### config.mk
export PLATFORM = sky130hd
export DESIGN_NAME = reloc_unit
export DESIGN_NICKNAME = d
export VERILOG_FILES = /design/src/rtl/reloc_pkg.sv /design/src/rtl/reloc_rst_sync.sv /design/src/rtl/reloc_cfg_regs.sv /design/src/rtl/reloc_xlate.sv /design/src/rtl/reloc_unit.sv
export SDC_FILE = /design/constraint.sdc
export NUM_CORES = 1
export LEC_CHECK = 0
export ABC_AREA = 1
export BUFFER_PORTS_ARGS = -buffer_cell sky130_fd_sc_hd__buf_2
export CAP_MARGIN = 30
export CORE_MARGIN = 2
export CORE_UTILIZATION = 50
export DETAILED_ROUTE_END_ITERATION = 6
export PLACE_DENSITY_LB_ADDON = 0.05
export SYNTH_ARGS = -nofsm -noshare
export SYNTH_HDL_FRONTEND = slang
export SYNTH_SLANG_ARGS = --single-unit
### constraint.sdc
create_clock -name clk -period 1.9 [get_ports clk]
set_clock_uncertainty 0.15 [all_clocks]
set_input_delay 0.38 -clock clk [delete_from_list [all_inputs] [get_ports clk]]
set_output_delay 0.38 -clock clk [all_outputs]
set_load 0.02 [all_outputs]
### src/rtl/reloc_pkg.sv
package reloc_pkg;

  // Target of a configuration write
  typedef enum logic {
    CFG_BASE  = 1'b0,
    CFG_LIMIT = 1'b1
  } cfg_sel_e;

  // Outcome of one translation attempt
  typedef enum logic [1:0] {
    XL_IDLE  = 2'b00,
    XL_OK    = 2'b01,
    XL_FAULT = 2'b10
  } xl_status_e;

endpackage

### src/rtl/reloc_rst_sync.sv
module reloc_rst_sync #(
  parameter int STAGES = 2
) (
  input  logic clk,
  input  logic rst_n_async,
  output logic rst_n_sync
);

  logic [STAGES-1:0] sync_q;
  logic [STAGES-1:0] sync_d;

  always_comb begin
    sync_d = {sync_q[STAGES-2:0], 1'b1};
  end

  always_ff @(posedge clk or negedge rst_n_async) begin
    if (!rst_n_async) begin
      sync_q <= '0;
    end else begin
      sync_q <= sync_d;
    end
  end

  assign rst_n_sync = sync_q[STAGES-1];

endmodule

### src/rtl/reloc_cfg_regs.sv
module reloc_cfg_regs
  import reloc_pkg::*;
#(
  parameter int PA_W = 20
) (
  input  logic            clk,
  input  logic            rst_n,
  input  logic            priv_mode,
  input  logic            cfg_we,
  input  logic            cfg_sel,
  input  logic [PA_W-1:0] cfg_wdata,
  output logic [PA_W-1:0] base_q,
  output logic [PA_W-1:0] limit_q,
  output logic            viol_q
);

  cfg_sel_e        sel;
  logic            base_en;
  logic            limit_en;
  logic [PA_W-1:0] base_d;
  logic [PA_W-1:0] limit_d;
  logic            viol_d;

  always_comb begin
    sel      = cfg_sel_e'(cfg_sel);
    base_en  = cfg_we && priv_mode && (sel == CFG_BASE);
    limit_en = cfg_we && priv_mode && (sel == CFG_LIMIT);
    base_d   = base_en  ? cfg_wdata : base_q;
    limit_d  = limit_en ? cfg_wdata : limit_q;
    viol_d   = cfg_we && !priv_mode;
  end

  always_ff @(posedge clk or negedge rst_n) begin
    if (!rst_n) begin
      base_q  <= '0;
      limit_q <= '0;
      viol_q  <= 1'b0;
    end else begin
      base_q  <= base_d;
      limit_q <= limit_d;
      viol_q  <= viol_d;
    end
  end

  // a user-mode write leaves both registers unchanged
  p_user_write_ignored_r7: assert property (@(posedge clk) disable iff (!rst_n)
    (cfg_we && !priv_mode) |=> ($stable(base_q) && $stable(limit_q)));

  // the violation pulse follows a blocked write
  p_viol_after_user_write_r7: assert property (@(posedge clk) disable iff (!rst_n)
    (cfg_we && !priv_mode) |=> viol_q);

  // no violation pulse without a blocked write
  p_viol_only_on_user_write_r7: assert property (@(posedge clk) disable iff (!rst_n)
    !(cfg_we && !priv_mode) |=> !viol_q);

  // a privileged base write lands in the next cycle
  p_priv_base_load_r6: assert property (@(posedge clk) disable iff (!rst_n)
    (cfg_we && priv_mode && !cfg_sel) |=> (base_q == $past(cfg_wdata)));

endmodule

### src/rtl/reloc_xlate.sv
module reloc_xlate
  import reloc_pkg::*;
#(
  parameter int LA_W = 16,
  parameter int PA_W = 20
) (
  input  logic            clk,
  input  logic            rst_n,
  input  logic            req_valid,
  input  logic [LA_W-1:0] req_laddr,
  input  logic [PA_W-1:0] base,
  input  logic [PA_W-1:0] limit,
  output logic            rsp_valid,
  output logic            rsp_fault,
  output logic [PA_W-1:0] rsp_paddr
);

  localparam int SUM_W = PA_W + 1;

  logic [PA_W-1:0]  laddr_ext;
  logic [SUM_W-1:0] sum;
  logic             in_bounds;
  logic             no_carry;
  xl_status_e       status;
  logic             valid_d;
  logic             fault_d;
  logic [PA_W-1:0]  paddr_d;
  logic             upd_en;

  always_comb begin
    laddr_ext = {{(PA_W-LA_W){1'b0}}, req_laddr};
    sum       = {1'b0, base} + {1'b0, laddr_ext};
    in_bounds = laddr_ext < limit;
    no_carry  = !sum[SUM_W-1];
    if (!req_valid) begin
      status = XL_IDLE;
    end else if (in_bounds && no_carry) begin
      status = XL_OK;
    end else begin
      status = XL_FAULT;
    end
    valid_d = (status == XL_OK);
    fault_d = (status == XL_FAULT);
    paddr_d = valid_d ? sum[PA_W-1:0] : '0;
    upd_en  = req_valid || rsp_valid || rsp_fault;
  end

  always_ff @(posedge clk or negedge rst_n) begin
    if (!rst_n) begin
      rsp_valid <= 1'b0;
      rsp_fault <= 1'b0;
      rsp_paddr <= '0;
    end else if (upd_en) begin
      rsp_valid <= valid_d;
      rsp_fault <= fault_d;
      rsp_paddr <= paddr_d;
    end
  end

  // valid and fault never together
  p_valid_fault_exclusive_r5: assert property (@(posedge clk) disable iff (!rst_n)
    !(rsp_valid && rsp_fault));

  // nothing emerges after an idle cycle
  p_idle_gives_nothing_r5: assert property (@(posedge clk) disable iff (!rst_n)
    !req_valid |=> (!rsp_valid && !rsp_fault));

  // physical address is zero whenever no translation is valid
  p_paddr_zero_when_invalid_r8: assert property (@(posedge clk) disable iff (!rst_n)
    !rsp_valid |-> (rsp_paddr == '0));

  // an out-of-partition request faults in the next cycle
  p_limit_fault_r3: assert property (@(posedge clk) disable iff (!rst_n)
    (req_valid && ({{(PA_W-LA_W){1'b0}}, req_laddr} >= limit)) |=> (rsp_fault && !rsp_valid));

  // a request always yields exactly one outcome one cycle later
  p_request_answered_r2: assert property (@(posedge clk) disable iff (!rst_n)
    req_valid |=> $countones({rsp_valid, rsp_fault}) == 1);

endmodule

### src/rtl/reloc_unit.sv
module reloc_unit #(
  parameter int LA_W = 16,
  parameter int PA_W = 20
) (
  input  logic            clk,
  input  logic            rst_n,
  input  logic            req_valid,
  input  logic [LA_W-1:0] req_laddr,
  input  logic            priv_mode,
  input  logic            cfg_we,
  input  logic            cfg_sel,
  input  logic [PA_W-1:0] cfg_wdata,
  output logic            rsp_valid,
  output logic [PA_W-1:0] rsp_paddr,
  output logic            rsp_fault,
  output logic            priv_viol
);

  logic            rst_n_int;
  logic [PA_W-1:0] base_q;
  logic [PA_W-1:0] limit_q;

  initial begin
    if (PA_W < LA_W) $error("PA_W must be at least LA_W");
  end

  reloc_rst_sync #(
    .STAGES(2)
  ) i_rst_sync (
    .clk        (clk),
    .rst_n_async(rst_n),
    .rst_n_sync (rst_n_int)
  );

  reloc_cfg_regs #(
    .PA_W(PA_W)
  ) i_cfg (
    .clk      (clk),
    .rst_n    (rst_n_int),
    .priv_mode(priv_mode),
    .cfg_we   (cfg_we),
    .cfg_sel  (cfg_sel),
    .cfg_wdata(cfg_wdata),
    .base_q   (base_q),
    .limit_q  (limit_q),
    .viol_q   (priv_viol)
  );

  reloc_xlate #(
    .LA_W(LA_W),
    .PA_W(PA_W)
  ) i_xlate (
    .clk      (clk),
    .rst_n    (rst_n_int),
    .req_valid(req_valid),
    .req_laddr(req_laddr),
    .base     (base_q),
    .limit    (limit_q),
    .rsp_valid(rsp_valid),
    .rsp_fault(rsp_fault),
    .rsp_paddr(rsp_paddr)
  );

  // outputs idle while the internal reset is held
  p_reset_quiet_r1: assert property (@(posedge clk)
    !rst_n_int |=> (!rsp_valid && !rsp_fault && !priv_viol) || !rst_n_int);

endmodule

## Word level (Yosys, flattened, before mapping)

Cells that the tools add are included.

| word-level totals | value |
|---|---|
| logic and storage cells | 24 |
| register bits after elaboration | 65 |
| output and inout port bits | 23 |

| operators by class | value |
|---|---|
| multiplexer cells | 3 |
| reduce and logical (&&, ||, !) cells | 9 |
| add/sub/neg operators | 1 |
| equal/unequal tests | 2 |
| order comparisons | 1 |
| bitwise logic cells | 1 |

Operators with widths:

| kind | count |
|---|---|
| 20-bit by 16-bit adder with 21-bit output | 1 |
| 16-bit by 20-bit less-than comparator with 1-bit output | 1 |
| 20-bit two-way mux | 1 |
| 1-bit logical AND | 5 |
| 2-bit two-way mux | 2 |
| 2-bit by 1-bit equality test with 1-bit output, second input constant | 1 |
| 2-bit equality test, second input constant | 1 |
| 1-bit zero test | 2 |
| 1-bit logical OR | 2 |
| 1-bit inverter | 1 |

## Depth between registers and ports, before layout

Gate-level depths: netlist (run 1).

| logic depth | value |
|---|---|
| depth after elaboration | 7 |
| gate-level depth with buffers | 13 |
| gate-level depth less buffers | 13 |

## Hierarchy

From an unflattened synthesis (run 1), not the netlist that was laid out.

| second synthesis, totals | value |
|---|---|
| cell total of the unflattened synthesis | 583 |
| area total of the unflattened synthesis | 4,191.5 um^2 |

By module, submodules not included:

| module | cells an instance | times used | sequential area each (um^2) | area each (um^2) |
|---|---|---|---|---|
| reloc_xlate | 396 | 1 | 550.5 | 2,444.8 |
| reloc_cfg_regs | 184 | 1 | 1,026.0 | 1,692.9 |
| reloc_rst_sync | 3 | 1 | 50.0 | 53.8 |

## Worst setup path before layout (run 1)

Ideal clock, no wire load.

| timing path | value |
|---|---|
| path kind | input -> register |
| start point | input port req_laddr[0] |
| end point | register i_xlate.rsp_paddr[10] |
| path slack | -164 ps |
| data required time | 1,676 ps |
| stages on the path | 10 |
| buffers on the path | 1 |
| data arrival time | 1,840 ps |
| library setup time | 74 ps |
| cells stage by stage | ha_1 -> fa_1 -> nand3_1 -> nand3_2 -> nand3_1 -> nand3_2 -> nand2_2 -> nand4_4 -> buf_6 -> o21ai_2 |

| between the ends | value |
|---|---|
| longest elaborated chain between the ends | 7 |
| elaborated cells between the ends (all ways) | 8 |
| classes of those cells | add/sub: 1; order compare: 1; eq/ne: 1; mux: 3; reduce/logical: 2 |

RTL lines:

| element | RTL line | text |
|---|---|---|
| from (decl) | reloc_unit.sv:8 | `input logic [LA_W-1:0] req_laddr,` |
| 20-bit by 16-bit adder with 21-bit output | reloc_xlate.sv:32 | `sum = {1'b0, base} + {1'b0, laddr_ext};` |
| 1-bit zero test | reloc_xlate.sv:34 | `no_carry = !sum[SUM_W-1];` |
| 1-bit logical AND | reloc_xlate.sv:37 | `end else if (in_bounds && no_carry) begin` |
| 2-bit two-way mux | reloc_xlate.sv:37 |  |
| 2-bit two-way mux | reloc_xlate.sv:35 | `if (!req_valid) begin` |
| 2-bit by 1-bit equality test with 1-bit output | reloc_xlate.sv:42 | `valid_d = (status == XL_OK);` |
| 20-bit two-way mux (*) | reloc_xlate.sv:44 | `paddr_d = valid_d ? sum[PA_W-1:0] : '0;` |
| to (signal assigned) | reloc_xlate.sv:56 | `rsp_paddr <= paddr_d;` |
| to (decl) | reloc_xlate.sv:15 | `output logic [PA_W-1:0] rsp_paddr` |

Every way passes the cells marked *; elsewhere a longest branch is shown, timed or not.
A chain may end at the register's enable or synchronous reset.

## Final worst setup path (run 1)

| timing path | value |
|---|---|
| start point | register i_cfg.base_q[0] |
| end point | register i_xlate.rsp_paddr[4] |

| between the ends | value |
|---|---|
| longest elaborated chain between the ends | 7 |

RTL lines:

| element | RTL line | text |
|---|---|---|
| from (decl) | reloc_cfg_regs.sv:12 | `output logic [PA_W-1:0] base_q,` |
| from (signal assigned) | reloc_cfg_regs.sv:39 | `base_q <= base_d;` |
| 20-bit by 16-bit adder with 21-bit output (*) | reloc_xlate.sv:32 |  |
| 1-bit zero test | reloc_xlate.sv:34 |  |
| 1-bit logical AND | reloc_xlate.sv:37 |  |
| 2-bit two-way mux | reloc_xlate.sv:37 |  |
| 2-bit two-way mux | reloc_xlate.sv:35 |  |
| 2-bit by 1-bit equality test with 1-bit output | reloc_xlate.sv:42 |  |
| 20-bit two-way mux (*) | reloc_xlate.sv:44 |  |

Marks and branches as above.

==> impl_metrics.json, run 1 <==
{
  "crit_path_top_delay_cell": "dfrtp_1",
  "fp.dieW_um": 93.7,
  "first_iter_violations": 161,
  "ys_types": 28,
  "ys_async_sr_fraction_pct": 100,
  "row_count": 32,
  "r2r_setup_slack_ns": -0.1,
  "critical_path.startpoint_type": "flip-flop",
  "worst_ep_required_time_ns": 2.01,
  "status": "finished, violations left",
  "layout.cells.non_filler": 769,
  "global_route.overflow_total": 0,
  "syn_to_final_growth_pct": 35.3,
  "ctsHtreeMaxLevel": 3,
  "grt_pass1_vias": 3537,
  "design_area_sq_mm": 0.00545,
  "syn_nets": 618,
  "drv_cap": 0,
  "drc_errors": 0,
  "numCtsBuffers": 9,
  "tns_ns": -1.51,
  "ys_seq_area_share_pct": 40.4,
  "drt-total-wl_mm": 9.64,
  "p_sw_share_pct": 35.8,
  "hold_ws_ns": 0.0685,
  "worst_ir_drop_vdd_mv": 0.551,
  "hold_class": "in -> reg",
  "placed_area_sq_mm": 0.00484,
  "combPwrFrac_pct": 40.2,
  "final_util_pct": 70.1,
  "register_area_sq_mm": 0.00163,
  "finalHoldViolCount": 0,
  "dieHeight_um": 93.7,
  "min_period_over_period_pct": 105,
  "core_sq_mm": 0.00777,
  "cts-root-buf": "clkbuf_8",
  "nFillCells": 667,
  "max_freq_mhz": 500,
  "syn_avg_cell_area_sq_um": 7.40,
  "synth_edf_count": 0,
  "ys_ff_latch": 65,
  "syn_inst": 544,
  "power_frac_seq_pct": 35.3,
  "avgRoutedWirePerCell_um": 12.5,
  "fin_ws_ns": -0.0984,
  "clockBufferDepth": 2,
  "clk_pin_slew_ns": 0.07,
  "power_frac_clock_pct": 24.5,
  "synth_warnings": 0,
  "crit_top_cell": "nand3_4",
  "grt_pass1_wl_mm": 15.9,
  "diodes": 0,
  "dpl.hpwl_mm": 7.35,
  "drtAntennaViolNets": 0,
  "rsz0062_at_grt": "true",
  "cts_sinks": 65,
  "critical_path_class": "reg -> reg",
  "grtUsageTotal_pct": 22.9,
  "crit_chain": "ha_4, fa_2, nand3_2, nand3_4, nand3_4, nand3_4, nand2_4, nand4_4, clkbuf_16, o21ai_1",
  "p_int_w": 0.00333,
  "fin_nets": 736,
  "viasPerCell": 4.81,
  "netlist.area_leader.share_pct": 40.4,
  "ios": 65,
  "path_max_fanout": 8,
  "worst_skew_pair.late_latency_ns": 0.34,
  "yosysTopAreaCell": "dfrtp_1",
  "tritoncts": "done",
  "synthFlopType": "dfrtp_1",
  "ys_top_cells_by_area": "dfrtp_1 (40%), nand2_1 (18%), ha_1 (9.6%)",
  "multi_input_area_sq_mm": 0.00237,
  "pwr_density_cell_mw_per_mm2": 951,
  "drive_gt1_share_pct": 30.3,
  "gp_congestion": 0.857,
  "period_needed_ns": 2.00,
  "grt_antenna_before_repair": 0,
  "dp_cells": 747,
  "switching_power_w": 0.00185,
  "p_leak_nw": 2.96,
  "drt-pass1-iter-count": 4,
  "violations": "negative setup slack",
  "syn_area_sq_mm": 0.00403,
  "cp-end-kind": "flip-flop",
  "portBuffers": 64,
  "start_util_pct": 51.8,
  "cpPeakStageDelay_ns": 0.41,
  "die_area_sq_mm": 0.00878,
  "grt_max_degree": 64,
  "vias": 3696,
  "slew_violations": 0,
  "setup_viol_count_final": 22,
  "cp.arrival_ns": 2.11
}
==> area by class of cell <==
class                   instances  share of cell area, %
repair buffers                118                   14.2
inverters                      88                   6.06
clock inverters                 2                  0.643
clock buffers                  14                   3.35
well taps                     102                   2.34
flip-flops and latches         65                   29.9
multi-input cells             380                   43.6
==> what timing repair did <==
action / 4_1_cts / 5_1_grt
endpoints found under the setup margin: 22 / 22
setup buffers: 1 / 3
pin swaps: 0 / 9
endpoints found under the hold margin: 2 / 0
resized for setup: 16 / 45
hold buffers: 1 / 0
gates cloned: 0 / 1
==> metrics by stage <==
step	power [W]	setup slack, ns
finish	0.00518	-0.0984
global route	0.00555	-0.211
CTS	0.00501	-0.156
detailed placement	0.00368	-0.324
global placement	0.00364	-0.253
floorplan	0.00296	-0.0957
==> worst paths after layout <==
check / cells past startpoint / startpoint / to
worst max-delay path: 10 / i_cfg.base_q[0]$_DFFE_PN0P_ / i_xlate.rsp_paddr[4]$_DFFE_PN0P_
worst min-delay path: 2 / priv_mode / i_cfg.viol_q$_DFF_PN0_
worst max register to register: 10 / i_cfg.base_q[0]$_DFFE_PN0P_ / i_xlate.rsp_paddr[4]$_DFFE_PN0P_
worst min register to register: 1 / i_rst_sync.sync_q[1]$_DFF_PN0_ / i_cfg.base_q[4]$_DFFE_PN0P_
max in group asynchronous: 1 / i_rst_sync.sync_q[1]$_DFF_PN0_ / i_xlate.rsp_paddr[14]$_DFFE_PN0P_
min in group asynchronous: 1 / i_rst_sync.sync_q[1]$_DFF_PN0_ / i_cfg.base_q[4]$_DFFE_PN0P_
==> critical path: cells and delay by family (launching register included) <==
family / cells / cell delay (ns)
buffers and inverters: 1 / 0.20
DFF: 1 / 0.41
adders and majority gates: 2 / 0.52
AOI/OAI and AO/OA: 1 / 0.10
and+or+nand+nor: 6 / 0.53
==> per-layer routing <==
| metal | track usage (%) | wire length (um) |
|---|---|---|
| met1 | 31.0 | 4570 |
| met5 | 0 | 0 |
| met4 | 4.11 | 104 |
| met3 | 4.65 | 374 |
| met2 | 38.5 | 4590 |
==> synth_stat cells, types with 2 or more instances <==
master,n
nand2_2,2
o21ai_0,48
o21ai_2,9
dfrtp_1,65
xnor2_1,10
ha_1,31
nor3_1,3
nand4_1,2
nand3_2,2
nand2_1,188
nand3b_1,5
inv_1,87
nor2_1,28
a21oi_1,14
clkbuf_1,10
and2_1,4
a21oi_2,3
nand3_1,23
==> power groups by stage <==
stage	registers (W)	clock network, W	logic, W
after floorplan	0.00198	0	0.000985
final	0.00183	0.00127	0.00208
after global routing	0.00186	0.00135	0.00235
after global placement	0.00182	0	0.00183
after detailed placement	0.00183	0	0.00185
after CTS	0.00181	0.00130	0.00191
==> state kept, by name, summed over array words and instances (netlist names) <==
register / count
i_cfg.base_q: 20
i_cfg.limit_q: 20
i_xlate.rsp_paddr: 20
i_rst_sync.sync_q: 2
i_cfg.viol_q: 1
i_xlate.rsp_fault: 1
i_xlate.rsp_valid: 1
==> cell usage in the layout, fill, tap and decap left out, drive strengths merged <==
cell type and count:
buf 116, and2 4, o21bai 1, ha 31, o21ai 58, clkbuf 15, nand3b 5, fa 1
a21o 1, xnor2 10, inv 88, dfrtp 65, a21oi 17, nor2 29, nand4 3, nand2 190
bufinv 1, nand3 25, nor3 3, dlygate4sd3 1, xor2 1, conb 1, clkinv 1
==> logic make-up (layout without fill, tap and decap cells) <==
family	count (synthesis)	count (layout)	synth area share, %
other	1	1	0.0932
AO/OA/AOI/OAI	77	77	10.8
XOR/XNOR	11	11	2.39
adder cells (fa/ha/maj)	32	32	10.1
flip-flops	65	65	40.4
AND/OR/NAND/NOR	259	259	26.7
buffers and inverters	99	222	9.42
No activity file was read; power rests on OpenSTA's default activity.
==> inputs of run 2 (changes only) <==
--- a/config.mk
+++ b/config.mk
@@ -12,6 +12,8 @@
 export CORE_UTILIZATION = 50
 export DETAILED_ROUTE_END_ITERATION = 6
+export MAX_ROUTING_LAYER = met4
 export PLACE_DENSITY_LB_ADDON = 0.05
 export SYNTH_ARGS = -nofsm -noshare
 export SYNTH_HDL_FRONTEND = slang
+export SYNTH_HIERARCHICAL = 1
 export SYNTH_SLANG_ARGS = --single-unit
--- a/constraint.sdc
+++ b/constraint.sdc
@@ -3,3 +3,3 @@
 set_input_delay 0.38 -clock clk [delete_from_list [all_inputs] [get_ports clk]]
 set_output_delay 0.38 -clock clk [all_outputs]
-set_load 0.02 [all_outputs]
+set_load 0.005 [all_outputs]
==> impl_metrics.json, run 2 <==
{
  "p_int_w": 0.00347,
  "rsz0062_at_grt": "true",
  "critical_path.startpoint_type": "flip-flop",
  "diodes": 0,
  "status": "finished, violations left",
  "numCtsBuffers": 9,
  "mostFrequentLayoutCells": "nand2_1 (247), buf_4 (77), dfrtp_1 (64), buf_2 (64), inv_1 (61)",
  "dpl.hpwl_mm": 8.54,
  "path_max_fanout": 2,
  "switching_power_w": 0.00181,
  "design_area_sq_mm": 0.00565,
  "ys_ff_latch": 65,
  "gp_congestion": 0.935,
  "ios": 65,
  "max_freq_mhz": 468,
  "slew_violations": 0,
  "crit_path_top_delay_cell": "dfrtp_1",
  "power_frac_clock_pct": 28.1,
  "drc_errors": 0,
  "synthFlopType": "dfrtp_1",
  "dieHeight_um": 95.6,
  "nFillCells": 749,
  "grtUsageTotal_pct": 26.9,
  "portBuffers": 64,
  "combPwrFrac_pct": 37.6,
  "fin_ws_ns": -0.239,
  "worst_ep_required_time_ns": 2.01,
  "p_sw_share_pct": 34.3,
  "crit_chain": "ha_1, nand2_4, inv_2, nand2_2, nor4_2, buf_4, nand2_4, buf_4, buf_6, buf_4, a31oi_4",
  "p_leak_nw": 3.27,
  "finalHoldViolCount": 0,
  "final_common_cell": "nand2_1",
  "syn_avg_cell_area_sq_um": 7.19,
  "grt_max_degree": 64,
  "drtAntennaViolNets": 0,
  "clockBufferDepth": 2,
  "worst_skew_pair.late_latency_ns": 0.34,
  "pwr_density_cell_mw_per_mm2": 936,
  "viasPerCell": 5.01,
  "ys_top_cells_by_area": "dfrtp_1 (39%), nand2_1 (23%), ha_1 (9.3%)",
  "synth_edf_count": 0,
  "cp.arrival_ns": 2.25,
  "syn_area_sq_mm": 0.00419,
  "dp_cells": 805,
  "grt_pass1_vias": 3861,
  "r2r_cells": 11,
  "vias": 4163,
  "yosysTopAreaCell": "dfrtp_1",
  "layout.cells.non_filler": 831,
  "setup_viol_count_final": 22,
  "r2r_setup_slack_ns": -0.24,
  "core_sq_mm": 0.00818,
  "violations": "negative setup slack",
  "start_util_pct": 51.3,
  "crit_buf_inv": 5,
  "min_period_over_period_pct": 113,
  "grt_pass1_wl_mm": 18.3,
  "grt_antenna_before_repair": 0,
  "crit_top_cell": "buf_4",
  "clk_pin_slew_ns": 0.08,
  "critical_path_class": "reg -> reg",
  "syn_to_final_growth_pct": 34.7,
  "cts_sinks": 65,
  "fin_nets": 795,
  "ys_types": 28,
  "global_route.overflow_total": 0,
  "synth_warnings": 6,
  "row_count": 33,
  "avgRoutedWirePerCell_um": 14.0,
  "critPathTopFamily": "buffers and inverters",
  "drv_cap": 0,
  "ctsHtreeMaxLevel": 3,
  "synthTopCellsByCount": "nand2_1 (255), dfrtp_1 (65), inv_1 (63)",
  "cts-root-buf": "clkbuf_8",
  "cpPeakStageDelay_ns": 0.39,
  "ys_async_sr_fraction_pct": 100,
  "drive_gt1_share_pct": 28.8,
  "netlist.area_leader.share_pct": 38.8,
  "syn_nets": 657,
  "ys_seq_area_share_pct": 38.8,
  "cp-end-kind": "flip-flop",
  "r2r_end": "i_xlate/rsp_fault$_DFFE_PN0P_",
  "placed_area_sq_mm": 0.00514,
  "place_ws_ns": -0.505,
  "hold_class": "reg -> async",
  "largest_registers": "i_cfg/base_q: 20 flops, i_cfg/limit_q: 20 flops, i_xlate/rsp_paddr: 20 flops",
  "tritoncts": "done",
  "period_needed_ns": 2.14,
  "first_iter_violations": 140,
  "worst_ir_drop_vdd_mv": 0.440,
  "syn_inst": 583,
  "die_area_sq_mm": 0.00913,
  "drt-total-wl_mm": 11.6,
  "yosysMostFrequentCell": "nand2_1",
  "power_frac_seq_pct": 34.3,
  "fp.dieW_um": 95.6,
  "r2r_start": "i_cfg/base_q[12]$_DFFE_PN0P_",
  "drt-pass1-iter-count": 5
}
[run 2: changes by cell type after synthesis, sizes merged, moves of 9 or more]
cell | previous run | this run
inv | 88 | 64
xnor2 | 10 | 0
o21ai | 58 | 2
xor2 | 1 | 10
nand2 | 190 | 262
nand4 | 3 | 42
buf | 1 | 20
[run 2: worst max-delay path by stage]
stage,from,endpoint,slack (ns),depth (start not counted)
finish,i_cfg/base_q[12]$_DFFE_PN0P_,i_xlate/rsp_fault$_DFFE_PN0P_,-0.24,11
global route,i_cfg/base_q[13]$_DFFE_PN0P_,i_xlate/rsp_fault$_DFFE_PN0P_,-0.33,11
CTS,i_cfg/base_q[0]$_DFFE_PN0P_,i_xlate/rsp_paddr[18]$_DFFE_PN0P_,-0.19,12
detailed placement,req_laddr[0],i_xlate/rsp_paddr[9]$_DFFE_PN0P_,-0.51,12
global placement,req_laddr[0],i_xlate/rsp_paddr[5]$_DFFE_PN0P_,-0.43,12
floorplan,i_cfg/base_q[0]$_DFFE_PN0P_,i_xlate/rsp_paddr[19]$_DFFE_PN0P_,-0.10,12
[run 2: repair_timing]
item                                    CTS  global route
hold buffers                              1             0
pin swaps                                 9            11
resized for setup                        16            18
gates cloned                              2             0
hold endpoints to repair                  2             0
endpoints found under the setup margin   21            22
setup buffers                             4             3
[run 2: worst reg2reg max path, cell delays in order (launching register included)]
cell and delay, ns:
dfrtp_1 0.39, ha_1 0.34, nand2_4 0.06, inv_2 0.05, nand2_2 0.06, nor4_2 0.29, buf_4 0.17, nand2_4 0.05
buf_4 0.13, buf_6 0.10, buf_4 0.13, a31oi_4 0.14
[run 2: cells by family (layout without fill, tap and decap cells)]
kind of cell               Yosys count  count (layout)  share of synthesized area (%)
buffers and inverters               86             227                           8.72
DFF                                 65              65                           38.8
other                                1               1                         0.0895
xor gates and xnor gates            10              10                           2.09
adders and majority gates           32              32                           9.73
and+or+nand+nor                    368             370                           37.8
AOI/OAI and AO/OA                   21              21                           2.81
[run 2: layout make-up]
type | count | area, sq um | area share [%]
multi-input cells | 434 | 2410 | 42.7
flip-flops and latches | 65 | 1630 | 28.8
inverters | 64 | 240 | 4.25
clock buffers | 10 | 138 | 2.44
clock inverters | 6 | 115 | 2.04
well taps | 105 | 131 | 2.33
repair buffers | 147 | 982 | 17.4
[run 2: metal layers]
layer	GRT usage [%]	wire, um
met1	35.1	5390
met5	-	0
met2	43.2	5630
met4	9.52	233
met3	3.24	365
[run 2: power groups by stage]
stage,combinational (W),sequential (W),clock (W)
floorplan,0.00101,0.00183,0
global placement,0.00179,0.00182,0
detailed placement,0.00183,0.00183,0
CTS,0.00191,0.00181,0.00152
global route,0.00222,0.00185,0.00158
finish,0.00199,0.00181,0.00149
[run 2: through the flow]
stage	total power, W	hold slack [ns]	util (%)	setup TNS [ns]
global placement	0.00361	0.0155	62.9	-8.77
detailed placement	0.00366	0.0163	62.9	-10.01
global route	0.00565	0.143	69.1	-5.89
CTS	0.00524	0.136	67.5	-3.21
finish	0.00528	0.124	69.1	-3.68
floorplan	0.00284	-0.0656	-	-1.70
==> inputs of run 3 (changes only) <==
- CORE_ASPECT_RATIO: not set -> 0.75
- clock period: 1.9 -> 1.91 ns (I/O delays scaled with it)
==> impl_metrics.json, run 3 (synthesized netlist as in run 2, its figures left out) <==
{
  "critPathTopFamily": "simple AND/OR/NAND/NOR gates",
  "viasPerCell": 5.12,
  "row_count": 28,
  "tritoncts": "done",
  "largest_registers": "i_cfg/base_q: 20 flops, i_cfg/limit_q: 20 flops, i_xlate/rsp_paddr: 20 flops",
  "pwr_density_cell_mw_per_mm2": 881,
  "ios": 65,
  "design_area_sq_mm": 0.00558,
  "layout.cells.non_filler": 821,
  "status": "finished, violations left",
  "ctsHtreeMaxLevel": 3,
  "final_util_pct": 69.5,
  "dpl.hpwl_mm": 8.33,
  "worst_ep_required_time_ns": 2.05,
  "fin_nets": 785,
  "max_freq_mhz": 478,
  "clockBufferDepth": 2,
  "drc_errors": 0,
  "avgRoutedWirePerCell_um": 13.7,
  "cp-end-kind": "flip-flop",
  "drt-total-wl_mm": 11.3,
  "r2r_end": "i_xlate/rsp_paddr[13]$_DFFE_PN0P_",
  "drt-pass1-iter-count": 5,
  "r2r_cells": 12,
  "critical_path_class": "reg -> reg",
  "worst_skew_pair.late_latency_ns": 0.36,
  "critPathLaunch": "i_cfg/base_q[0]$_DFFE_PN0P_",
  "critical_path.startpoint_type": "flip-flop",
  "gp_congestion": 0.949,
  "drive_gt1_share_pct": 28.5,
  "p_leak_nw": 3.20,
  "crit_path_top_delay_cell": "dfrtp_1",
  "die_area_sq_mm": 0.00914,
  "grt_max_degree": 64,
  "clk_pin_slew_ns": 0.07,
  "final_common_cell": "nand2_1",
  "first_iter_violations": 184,
  "crit_top_cell": "nand3_2",
  "diodes": 0,
  "cts-root-buf": "clkbuf_8",
  "start_util_pct": 52.2,
  "cts_sinks": 65,
  "rsz0062_at_grt": "true",
  "core_sq_mm": 0.00802,
  "global_route.overflow_total": 0,
  "hold_class": "reg -> async",
  "r2r_start": "i_cfg/base_q[0]$_DFFE_PN0P_",
  "setup_viol_count_final": 22,
  "path_max_fanout": 11,
  "r2r_setup_slack_ns": -0.18,
  "dieHeight_um": 83.3,
  "mostFrequentLayoutCells": "nand2_1 (247), buf_4 (68), dfrtp_1 (64), buf_2 (64), inv_1 (63)",
  "grt_antenna_before_repair": 0,
  "violations": "negative setup slack",
  "nFillCells": 699,
  "grtUsageTotal_pct": 26.7,
  "drtAntennaViolNets": 0,
  "placed_area_sq_mm": 0.00510,
  "syn_to_final_growth_pct": 33.0,
  "slew_violations": 0,
  "fin_ws_ns": -0.183,
  "cp.arrival_ns": 2.23,
  "fp.dieW_um": 110,
  "crit_chain": "ha_4, fa_2, nand3_2, nand3_2, nand3_2, nand3_2, nand2_2, nand3_4, nor2_4, buf_12, nand2_1, nand2_1",
  "min_period_over_period_pct": 110,
  "grt_pass1_wl_mm": 18.6,
  "vias": 4207,
  "period_needed_ns": 2.09,
  "numCtsBuffers": 9,
  "drv_cap": 0,
  "finalHoldViolCount": 0,
  "crit_buf_inv": 1,
  "grt_pass1_vias": 4078,
  "worst_ir_drop_vdd_mv": 0.566,
  "dp_cells": 797,
  "portBuffers": 64,
  "cpPeakStageDelay_ns": 0.42
}
[run 3: power by group]
| group | leakage, nW | switching (W) | internal, W |
|---|---|---|---|
| clock network | 0.102 | 0.000549 | 0.000628 |
| logic | 2.28 | 0.00104 | 0.000895 |
| registers | 0.817 | 0.000161 | 0.00164 |
[run 3: per-stage QoR]
stage	setup TNS (ns)	setup slack (ns)	hold WS, ns	power (W)
final	-3.58	-0.183	0.134	0.00491
after global routing	-5.55	-0.284	0.139	0.00527
after CTS	-2.53	-0.142	0.122	0.00486
after detailed placement	-9.76	-0.515	0.0197	0.00359
after global placement	-9.11	-0.444	0.0160	0.00355
after floorplan	-1.51	-0.0947	-0.0636	0.00282
[run 3: area by class of cell]
type	instances	area [sq um]	area share, %
tap	105	131	2.36
inverter	64	240	4.31
clock inverter	6	57.6	1.03
multi-input combinational	433	2440	43.8
timing repair buffer	138	941	16.9
sequential	65	1630	29.2
clock buffer	10	138	2.47
[run 3: worst max-delay path by stage]
| stage | endpoint | slack [ns] | depth (start not counted) |
|---|---|---|---|
| floorplan | i_xlate/rsp_paddr[19]$_DFFE_PN0P_ | -0.09 | 12 |
| global placement | i_xlate/rsp_paddr[14]$_DFFE_PN0P_ | -0.44 | 12 |
| detailed placement | i_xlate/rsp_paddr[7]$_DFFE_PN0P_ | -0.52 | 12 |
| CTS | i_xlate/rsp_paddr[8]$_DFFE_PN0P_ | -0.14 | 12 |
| global route | i_xlate/rsp_paddr[12]$_DFFE_PN0P_ | -0.28 | 12 |
| finish | i_xlate/rsp_paddr[13]$_DFFE_PN0P_ | -0.18 | 12 |
[run 3: what timing repair did]
item,CTS,global route
setup endpoints to repair,21,22
gates cloned,1,0
endpoints found under the hold margin,2,0
pin swaps,7,4
setup buffers,4,2
hold buffers,1,0
resized for setup,16,17
[run 3: routing by layer]
| metal | track usage, % | up-vias | part of all wire (%) |
|---|---|---|---|
| met4 | 8.52 | 0 | 1.8 |
| met3 | 5.89 | 23 | 5.3 |
| met2 | 42.0 | 116 | 47 |
| met5 | - | - | 0 |
| li1 | - | 2114 | - |
| met1 | 34.2 | 1954 | 46 |
[run 3: worst reg2reg max path, stage by stage (launching register included)]
cell	delay [ns]
dfrtp_1	0.42
ha_4	0.18
fa_2	0.34
nand3_2	0.08
nand3_2	0.10
nand3_2	0.08
nand3_2	0.08
nand2_2	0.11
nand3_4	0.11
nor2_4	0.12
buf_12	0.14
nand2_1	0.06
nand2_1	0.06
